<file path="config.mk">
export PLATFORM = sky130hd
export DESIGN_NAME = irq_prio_ctrl
export DESIGN_NICKNAME = d
export VERILOG_FILES = /design/src/rtl/irq_prio_pkg.sv /design/src/rtl/irq_prog_seq.sv /design/src/rtl/irq_edge_latch.sv /design/src/rtl/irq_prio_resolve.sv /design/src/rtl/irq_prio_ctrl.sv
export SDC_FILE = /design/constraint.sdc
export NUM_CORES = 1
export LEC_CHECK = 0
export BUFFER_PORTS_ARGS = -buffer_cell sky130_fd_sc_hd__buf_2
export CORE_MARGIN = 4
export CORE_UTILIZATION = 45
export DETAILED_ROUTE_END_ITERATION = 10
export PLACE_DENSITY = 0.67
export SLEW_MARGIN = 30
export SYNTH_ARGS = -nofsm -noshare
export SYNTH_HDL_FRONTEND = slang
export SYNTH_SLANG_ARGS = --single-unit
export TNS_END_PERCENT = 1
</file>
<file path="constraint.sdc">
create_clock -name clk -period 2.5 [get_ports clk]
set_clock_uncertainty 0.05 [all_clocks]
set_input_delay 0.125 -clock clk [delete_from_list [all_inputs] [get_ports clk]]
set_output_delay 0.125 -clock clk [all_outputs]
set_load 0.02 [all_outputs]
</file>
<file path="src/rtl/irq_prio_pkg.sv">
package irq_prio_pkg;
    localparam int NLINES = 8;
    localparam int DW     = 8;
    localparam int IDXW   = $clog2(NLINES);

    typedef enum logic [2:0] {
        ST_UNINIT,
        ST_BASE,
        ST_CASC,
        ST_MODE,
        ST_RUN
    } init_st_e;

    typedef enum logic {
        RD_REQ,
        RD_SVC
    } rd_sel_e;

    typedef struct packed {
        logic            valid;
        logic [IDXW-1:0] idx;
    } pick_t;

    // Lowest-numbered set bit wins.
    function automatic pick_t lowest_set(input logic [NLINES-1:0] v);
        pick_t p;
        p.valid = 1'b0;
        p.idx   = '0;
        for (int i = NLINES - 1; i >= 0; i--) begin
            if (v[i]) begin
                p.valid = 1'b1;
                p.idx   = IDXW'(i);
            end
        end
        return p;
    endfunction
endpackage

</file>
<file path="src/rtl/irq_prog_seq.sv">
module irq_prog_seq
    import irq_prio_pkg::*;
(
    input  logic              clk,
    input  logic              rst,
    input  logic              wr,
    input  logic              addr,
    input  logic [DW-1:0]     wdata,
    output logic              init_start,
    output logic              ready,
    output logic              eoi_cmd,
    output logic [DW-1:0]     base,
    output logic [NLINES-1:0] mask,
    output logic [DW-1:0]     casc,
    output rd_sel_e           rd_sel
);
    init_st_e state;
    logic     need_mode;
    logic     single;
    logic     wr_cmd, wr_aux;

    assign wr_cmd     = wr & ~addr;
    assign wr_aux     = wr & addr;
    assign init_start = wr_cmd & wdata[4];
    assign ready      = (state == ST_RUN);
    assign eoi_cmd    = ready & wr_cmd & (wdata[4:3] == 2'b00) & (wdata[7:5] == 3'b001);

    always_ff @(posedge clk) begin
        if (rst) begin
            state     <= ST_UNINIT;
            need_mode <= 1'b0;
            single    <= 1'b0;
            base      <= '0;
            mask      <= '0;
            casc      <= '0;
            rd_sel    <= RD_REQ;
        end else if (init_start) begin
            state     <= ST_BASE;
            need_mode <= wdata[0];
            single    <= wdata[1];
            mask      <= '0;
            rd_sel    <= RD_REQ;
        end else begin
            case (state)
                ST_BASE: if (wr_aux) begin
                    base  <= wdata;
                    state <= !single ? ST_CASC : (need_mode ? ST_MODE : ST_RUN);
                end
                ST_CASC: if (wr_aux) begin
                    casc  <= wdata;
                    state <= need_mode ? ST_MODE : ST_RUN;
                end
                ST_MODE: if (wr_aux) begin
                    state <= ST_RUN;
                end
                ST_RUN: begin
                    if (wr_aux) mask <= wdata[NLINES-1:0];
                    if (wr_cmd && wdata[4:3] == 2'b01) begin
                        if (wdata[1:0] == 2'b11)      rd_sel <= RD_SVC;
                        else if (wdata[1:0] == 2'b10) rd_sel <= RD_REQ;
                    end
                end
                default: state <= ST_UNINIT;
            endcase
        end
    end
endmodule

</file>
<file path="src/rtl/irq_edge_latch.sv">
module irq_edge_latch
    import irq_prio_pkg::*;
(
    input  logic              clk,
    input  logic              rst,
    input  logic              clear,
    input  logic [NLINES-1:0] lines,
    input  logic [NLINES-1:0] ack_clr,
    output logic [NLINES-1:0] irr
);
    logic [NLINES-1:0] sync1, sync2, prev;
    logic [NLINES-1:0] rise;

    assign rise = sync2 & ~prev;

    always_ff @(posedge clk) begin
        if (rst) begin
            sync1 <= '0;
            sync2 <= '0;
            prev  <= '0;
            irr   <= '0;
        end else begin
            sync1 <= lines;
            sync2 <= sync1;
            prev  <= sync2;
            if (clear) irr <= '0;
            else       irr <= (irr & ~ack_clr) | rise;
        end
    end
endmodule

</file>
<file path="src/rtl/irq_prio_resolve.sv">
module irq_prio_resolve
    import irq_prio_pkg::*;
(
    input  logic              ready,
    input  logic [NLINES-1:0] irr,
    input  logic [NLINES-1:0] mask,
    input  logic [NLINES-1:0] isr,
    output pick_t             win,
    output pick_t             svc_top,
    output logic              int_req
);
    assign win     = lowest_set(irr & ~mask);
    assign svc_top = lowest_set(isr);
    assign int_req = ready & win.valid & (!svc_top.valid || (win.idx < svc_top.idx));
endmodule

</file>
<file path="src/rtl/irq_prio_ctrl.sv">
module irq_prio_ctrl
    import irq_prio_pkg::*;
(
    input  logic          clk,
    input  logic          rst,
    input  logic          bus_wr,
    input  logic          bus_addr,
    input  logic [7:0]    bus_wdata,
    output logic [7:0]    bus_rdata,
    input  logic [7:0]    irq_in,
    output logic          int_out,
    input  logic          int_ack,
    output logic [7:0]    vector_out,
    output logic [7:0]    casc_cfg,
    output logic          ready
);
    logic              init_start, eoi_cmd, ack_ok;
    logic [DW-1:0]     base;
    logic [NLINES-1:0] mask_q, irr_q, isr_q, ack_clr, eoi_clr;
    rd_sel_e           rd_sel;
    pick_t             win, svc_top;
    logic [DW-1:0]     vec_q;

    irq_prog_seq u_seq (
        .clk(clk), .rst(rst), .wr(bus_wr), .addr(bus_addr), .wdata(bus_wdata),
        .init_start(init_start), .ready(ready), .eoi_cmd(eoi_cmd),
        .base(base), .mask(mask_q), .casc(casc_cfg), .rd_sel(rd_sel)
    );

    irq_edge_latch u_edge (
        .clk(clk), .rst(rst), .clear(init_start), .lines(irq_in),
        .ack_clr(ack_clr), .irr(irr_q)
    );

    irq_prio_resolve u_res (
        .ready(ready), .irr(irr_q), .mask(mask_q), .isr(isr_q),
        .win(win), .svc_top(svc_top), .int_req(int_out)
    );

    assign ack_ok  = int_ack & int_out;
    assign ack_clr = ack_ok ? (NLINES'(1) << win.idx) : '0;
    assign eoi_clr = (eoi_cmd && svc_top.valid) ? (NLINES'(1) << svc_top.idx) : '0;

    always_ff @(posedge clk) begin
        if (rst) begin
            isr_q <= '0;
            vec_q <= '0;
        end else begin
            if (init_start) isr_q <= '0;
            else            isr_q <= (isr_q & ~eoi_clr) | ack_clr;
            if (ack_ok) vec_q <= base + DW'(win.idx);
        end
    end

    assign vector_out = vec_q;
    assign bus_rdata  = bus_addr ? mask_q : ((rd_sel == RD_SVC) ? isr_q : irr_q);
endmodule

</file>
# --- After elaboration in Yosys (flattened, before gate mapping) ---
# Cells that the tools add are included.
word_totals:
  memories: 0
  ramBits: 0
  input_bits: 21
  reg_bits: 78
  romBits: 0
  out_inout_bits: 26
  elab_cells: 97
  latchBits: 0
classes:
  n_reduce_logical: 13
  n_mux: 29
  shift: 2
  eq_ne: 15
  div_mod_pow: 0
  bitwise_logic: 22
  order_cmp: 1
  n_mul: 0
  n_addsub: 1
ops:
  columns: ["operator", "n"]
  rows:
  - ["$mux 4", 16]
  - ["$and 8x8->8", 4]
  - ["$mux 8", 4]
  - ["$not 8->8", 4]
  - ["$or 8x8->8", 2]
  - ["$shl 1x3->8 const A", 2]
  - ["$mux 3", 5]
  - ["$pmux 3 s4", 1]
  - ["$and 1x1->1", 9]
  - ["$ne 3x2->1 const B", 3]
  - ["$reduce_and 3->1", 3]
  - ["$add 8x3->8", 1]
  - ["$reduce_and 4->1", 2]
  - ["$eq 3x1->1 const B", 2]
  - ["$eq 3x2->1 const B", 2]
  - ["$ne 2x1->1 const B", 3]
  - ["$eq 2x2->1 const B", 2]
  - ["$eq 3x3->1 const B", 1]
  - ["$lt 3x3->1", 1]
  - ["$mux 1", 3]
  - ["$not 1->1", 3]
  - ["$eq 2x1->1 const B", 1]
  - ["$logic_and 1x1->1", 2]
  - ["$logic_not 2->1", 1]
  - ["6 further kinds", 6]

# --- Depth between registers and ports, before layout ---
depth:
  depth_word: 18
  ltp_mapped: 13
  mapped_depth_nobuf: 13

# --- Hierarchy ---
# Synthesis repeated with hierarchy kept, for this count alone.
hier_totals:
  hier_cells: 428
  area_unflattened_um2: 3671.0
by_module_without_submodules:
  columns: ["mod", "cells_per_inst", "instances", "seq_area_each_um2", "area_per_inst_um2"]
  rows:
  - ["irq_prog_seq", 160, 1, 600.6, 1341.3]
  - ["irq_prio_ctrl", 136, 1, 320.3, 1037.2]
  - ["irq_edge_latch", 84, 1, 640.6, 993.5]
  - ["irq_prio_resolve", 48, 1, 0.0, 299.0]

# --- Worst setup path after synthesis ---
# No wires, ideal clock.
synth_timing:
  path_kind: "register to register"
  from: "register u_edge.irr[7]"
  to: "register isr_q[5]"
  path_stages_with_launch: 11
  period_less_slack_ps: 2520
  required_ps: 2379
  t_arrival_ps: 2399
  slack_ps: -20
  setup_time_ps: 71
  path_buffers: 0
  cell_sequence: "dfxtp_1 nor2b_1 o211ai_1 a311o_1 inv_2 ha_1 o21a_1 o21ai_1 nand3_1 or3_1 a21oi_1"
synth_between:
  elab_chain_cells: 15
  word_cells_on_any_way: 17
  classes_between: "1 x order compare; 1 x shift; 9 x mux; 5 x bitwise; 1 x reduce/logical"
synth_lines:
  columns: ["element", "line", "source"]
  rows:
  - ["start: declaration", "irq_edge_latch.sv:9", "output logic [NLINES-1:0] irr"]
  - ["start signal: assignment", "irq_edge_latch.sv:27", "else irr <= (irr & ~ack_clr) | rise;"]
  - ["$and 8x8->8 (*)", "irq_prio_resolve.sv:12", "assign win = lowest_set(irr & ~mask);"]
  - ["$mux 4 (*) (8 in series)", "irq_prio_pkg.sv:30", "if (v[i]) begin"]
  - ["$lt 3x3->1", "irq_prio_resolve.sv:14", "assign int_req = ready & win.valid & (!svc_top.valid || (win.idx < svc_top.idx));"]
  - ["$logic_or 1x1->1", "irq_prio_resolve.sv:14", null]
  - ["$and 1x1->1", "irq_prio_resolve.sv:14", null]
  - ["$and 1x1->1", "irq_prio_ctrl.sv:40", "assign ack_ok = int_ack & int_out;"]
  - ["$mux 8 (*)", "irq_prio_ctrl.sv:41", "assign ack_clr = ack_ok ? (NLINES'(1) << win.idx) : '0;"]
  - ["$or 8x8->8 (*)", "irq_prio_ctrl.sv:50", "else isr_q <= (isr_q & ~eoi_clr) | ack_clr;"]
  - ["end signal: assignment", "irq_prio_ctrl.sv:50", null]
  - ["end: declaration", "irq_prio_ctrl.sv:19", "logic [NLINES-1:0] mask_q, irr_q, isr_q, ack_clr, eoi_clr;"]
# Mark *: on every way between the ends. The rest lies on a longest branch, timed or not.
# A chain may end at the register's enable or synchronous reset.

# --- Worst setup path in the final report ---
layout_timing:
  from: "register u_seq.mask[5]"
  to: "output port int_out"
layout_between:
  elab_chain_cells: 11
  word_cells_on_any_way: 12
  classes_between: "1 x order compare; 6 x mux; 4 x bitwise; 1 x reduce/logical"
layout_lines:
  columns: ["element", "line", "source"]
  rows:
  - ["start: declaration", "irq_prog_seq.sv:13", "output logic [NLINES-1:0] mask,"]
  - ["start signal: assignment", "irq_prog_seq.sv:57", "if (wr_aux) mask <= wdata[NLINES-1:0];"]
  - ["$not 8->8 (*)", "irq_prio_resolve.sv:12", null]
  - ["$and 8x8->8 (*)", "irq_prio_resolve.sv:12", null]
  - ["$mux 4 (*) (6 in series)", "irq_prio_pkg.sv:30", null]
  - ["$lt 3x3->1", "irq_prio_resolve.sv:14", null]
  - ["$logic_or 1x1->1", "irq_prio_resolve.sv:14", null]
  - ["$and 1x1->1 (*)", "irq_prio_resolve.sv:14", null]
  - ["end: declaration", "irq_prio_ctrl.sv:11", "output logic int_out,"]
# Marked as above.

==> impl_metrics.env <==
export IMPL_status="complete, but fails checks"
export IMPL_violations="negative setup slack"
export IMPL_antenna_cells=0
export IMPL_yosysTopAreaCell="dfxtp_1"
export IMPL_start_util=0.4632
export IMPL_die_y_um=97.19
export IMPL_ys_ff_latch=78
export IMPL_nets=507
export IMPL_grt_overflow_total=0
export IMPL_dieArea_sq_um=9446
export IMPL_setup_ws_ns=-0.09607
export IMPL_root_buffer="clkbuf_8"
export IMPL_area_growth_pct=31.18
export IMPL_relSlewSlack=0.6416
export IMPL_wirelength_um=8856
export IMPL_power_total_mw=2.647
export IMPL_synthMuxAreaShare=0.1063
export IMPL_synth_seq_area_share=0.4362
export IMPL_io_pins=47
export IMPL_clk_pin_slew_ns=0.08
export IMPL_rows=32
export IMPL_worst_setup_path_type="flop to output pin"
export IMPL_ys_flop_type="dfxtp_1"
export IMPL_ys_types=57
export IMPL_setup_viol=2
export IMPL_arrival_ns=2.42
export IMPL_tritoncts="yes"
export IMPL_synth_fa_ha_area_frac=0.02307
export IMPL_insertion_delay_ns=0.35
export IMPL_synth_area_sq_um=3580
export IMPL_slew_viol_final=0
export IMPL_end_kind="output pin"
export IMPL_critPathLaunchType="flop"
export IMPL_drv_cap=0
export IMPL_synth_compound_area_frac=0.1580
export IMPL_async_flop_share=0
export IMPL_synth_xor_area_share=0.01468
export IMPL_required_ns=2.33
export IMPL_drc=0
export IMPL_drtIter0Drc=135
export IMPL_grt_pass1_wl_um=14730
export IMPL_antenna_found_initial=0
export IMPL_hold_violations=0
export IMPL_cts_buffers=9
export IMPL_netlist_top_cells_area="dfxtp_1, mux2i_1, nor2b_1, nor2_1, nand2_1"
export IMPL_grt_use_total=0.1932
export IMPL_synthSimpleGateAreaFrac=0.2307
export IMPL_vias=3051
export IMPL_drive_gt1_frac=0.3182
export IMPL_worst_slew_pin_slew_ns=0.5363
export IMPL_min_path_type="input pin to flop"
export IMPL_synth_edff_count=0
export IMPL_clock_sinks=78
export IMPL_die_x_um=97.19
export IMPL_firstDrtPassIters=4
export IMPL_vias_per_cell=5.206
export IMPL_core_region_area_sq_um=7727
export IMPL_netlist_instances=387
export IMPL_pwr_density_cell_nw_per_um2=563.7
export IMPL_rsz0062_at_grt="yes"
export IMPL_port_buffers=46
export IMPL_syn_nets=414
export IMPL_leakage_nw=1.888
export IMPL_synth_top_family_by_area="simple AND/OR/NAND/NOR gates"
export IMPL_crit_fanout=2
export IMPL_finalCoreUtilization=0.6077
export IMPL_wl_per_cell_um=15.11
export IMPL_fin_crit_ns=2.596
export IMPL_dpl_cell_count=555
export IMPL_dpl_hpwl_um=6499
export IMPL_finalNonFillerCells=586
export IMPL_ir_worst_vdd_uv=387.0
export IMPL_max_freq_ghz=0.3852
export IMPL_grt_start_max_net_pins=45
export IMPL_post_route_period_util=1.038
export IMPL_clockBufferDepth=2
export IMPL_cts_max_level=3
export IMPL_ant_nets=0
export IMPL_final_setup_tns_ns=-0.1674
export IMPL_netlist_area_leader_share=0.4362
export IMPL_syn_avg_cell_area_sq_um=9.250
export IMPL_gp_congestion=0.9108
export IMPL_synth_warnings=0
export IMPL_grt_pass1_vias=3024
[per-stage QoR]
| stage | setup WS [ns] | area, sq um | hold slack [ns] |
|---|---|---|---|
| 2_1_floorplan | 0.01164 | 3583 | 0.2032 |
| 3_3_place_gp | 0.03380 | 4144 | 0.2829 |
| 3_5_place_dp | -0.06030 | 4144 | 0.2895 |
| 4_1_cts | -0.1483 | 4556 | 0.03226 |
| 5_1_grt | -0.1968 | 4696 | 0.04380 |
| 6_report | -0.09607 | 4696 | 0.04929 |
[cell type report]
type                       count  area, sq um
multi-input combinational    285         2091
clock buffer                  10        137.6
timing repair buffer          97        645.6
fill                         663         3032
inverter                       9        38.79
tap                          102        127.6
clock inverter                 5        81.33
sequential                    78         1574
[logic make-up after synthesis]
logic type / after synthesis
xor+xnor: 6
flops: 78
fa+ha+maj: 6
buf+inv: 24
mux: 38
compound gates: 82
simple gates: 153
[flip-flops by register name (all words and copies together), names as in the netlist, 3 cells and up]
signal and cells:
u_edge.sync1 8, u_edge.sync2 8, u_edge.prev 8, vector_out 8, u_seq.casc 8, u_seq.base 8, u_seq.state 3, u_seq.mask 8
u_edge.irr 8, isr_q 8
[path summary, 6_finish.rpt]
path	to	from	slack [ns]	cells after the start
min reg2reg	u_edge.sync2[3]	u_edge.sync1[3]	0.39	1
max reg2reg	vector_out[6]	u_edge.irr[4]	-0.07	12
min	u_seq.single	bus_wdata[1]	0.05	3
max	int_out	u_seq.mask[5]	-0.1	10
[layout by cell type (no fill, tap or decap), types with 3 or more instances in the layout]
cell type,instances
o31ai_1,7
nand4_1,3
a31oi_1,4
dfxtp_1,70
dlygate4sd3_1,9
dfxtp_2,7
inv_1,6
buf_4,41
o21ai_0,19
a21oi_1,6
mux2i_1,38
nor4b_2,3
nand2b_1,5
a21oi_2,3
ha_1,4
nand3_1,7
o21a_1,4
o211a_1,5
a211oi_1,3
nand2b_4,6
nor2b_1,38
o211ai_1,7
nand2_1,28
buf_2,45
xnor2_1,4
clkbuf_8,10
nor3_1,3
nor2_1,41
[critical path, stage by stage (launching register included)]
cell	delay (ns)
dfxtp_2	0.33
nand2b_4	0.12
buf_6	0.09
o211ai_1	0.09
a311o_1	0.31
inv_2	0.09
ha_4	0.19
o21a_1	0.18
o21a_1	0.21
a211oi_2	0.26
buf_4	0.19
[per-layer routing]
metal | GRT usage | part of all wire | up-vias
li1 | - | - | 1554
met1 | 0.2492 | 0.45 | 1432
met2 | 0.3211 | 0.49 | 53
met3 | 0.04810 | 0.047 | 12
met4 | 0.05292 | 0.015 | 0
met5 | 0 | 0 | -
[cells in the mapped netlist (4+ instances only)]
cell type / n
inv_1: 7
xnor2_1: 5
nand2b_1: 12
o21ai_1: 5
a211oi_1: 4
nand3_1: 7
o211a_1: 5
a31oi_1: 4
o21a_1: 4
nor3_1: 4
nor2_1: 41
a21oi_1: 10
nand2_1: 28
o211ai_1: 7
clkbuf_1: 9
mux2i_1: 38
ha_1: 5
dfxtp_1: 78
o21ai_0: 19
o31ai_1: 7
nor2b_1: 40
[power by group]
part           internal [mW]  total (mW)  switching [mW]
Clock                  0.585        1.04           0.455
Sequential              1.27        1.28          0.0160
Combinational          0.151       0.324           0.173
Total                   2.00        2.65           0.644
[timing repair]
action,in CTS,in global routing
gates resized for setup,15,27
pin swaps,7,12
setup buffers,4,3
endpoints found under the setup margin,5,24
hold buffers,9,0
hold endpoints to repair,11,0
No activity file was read; power rests on OpenSTA's default activity.
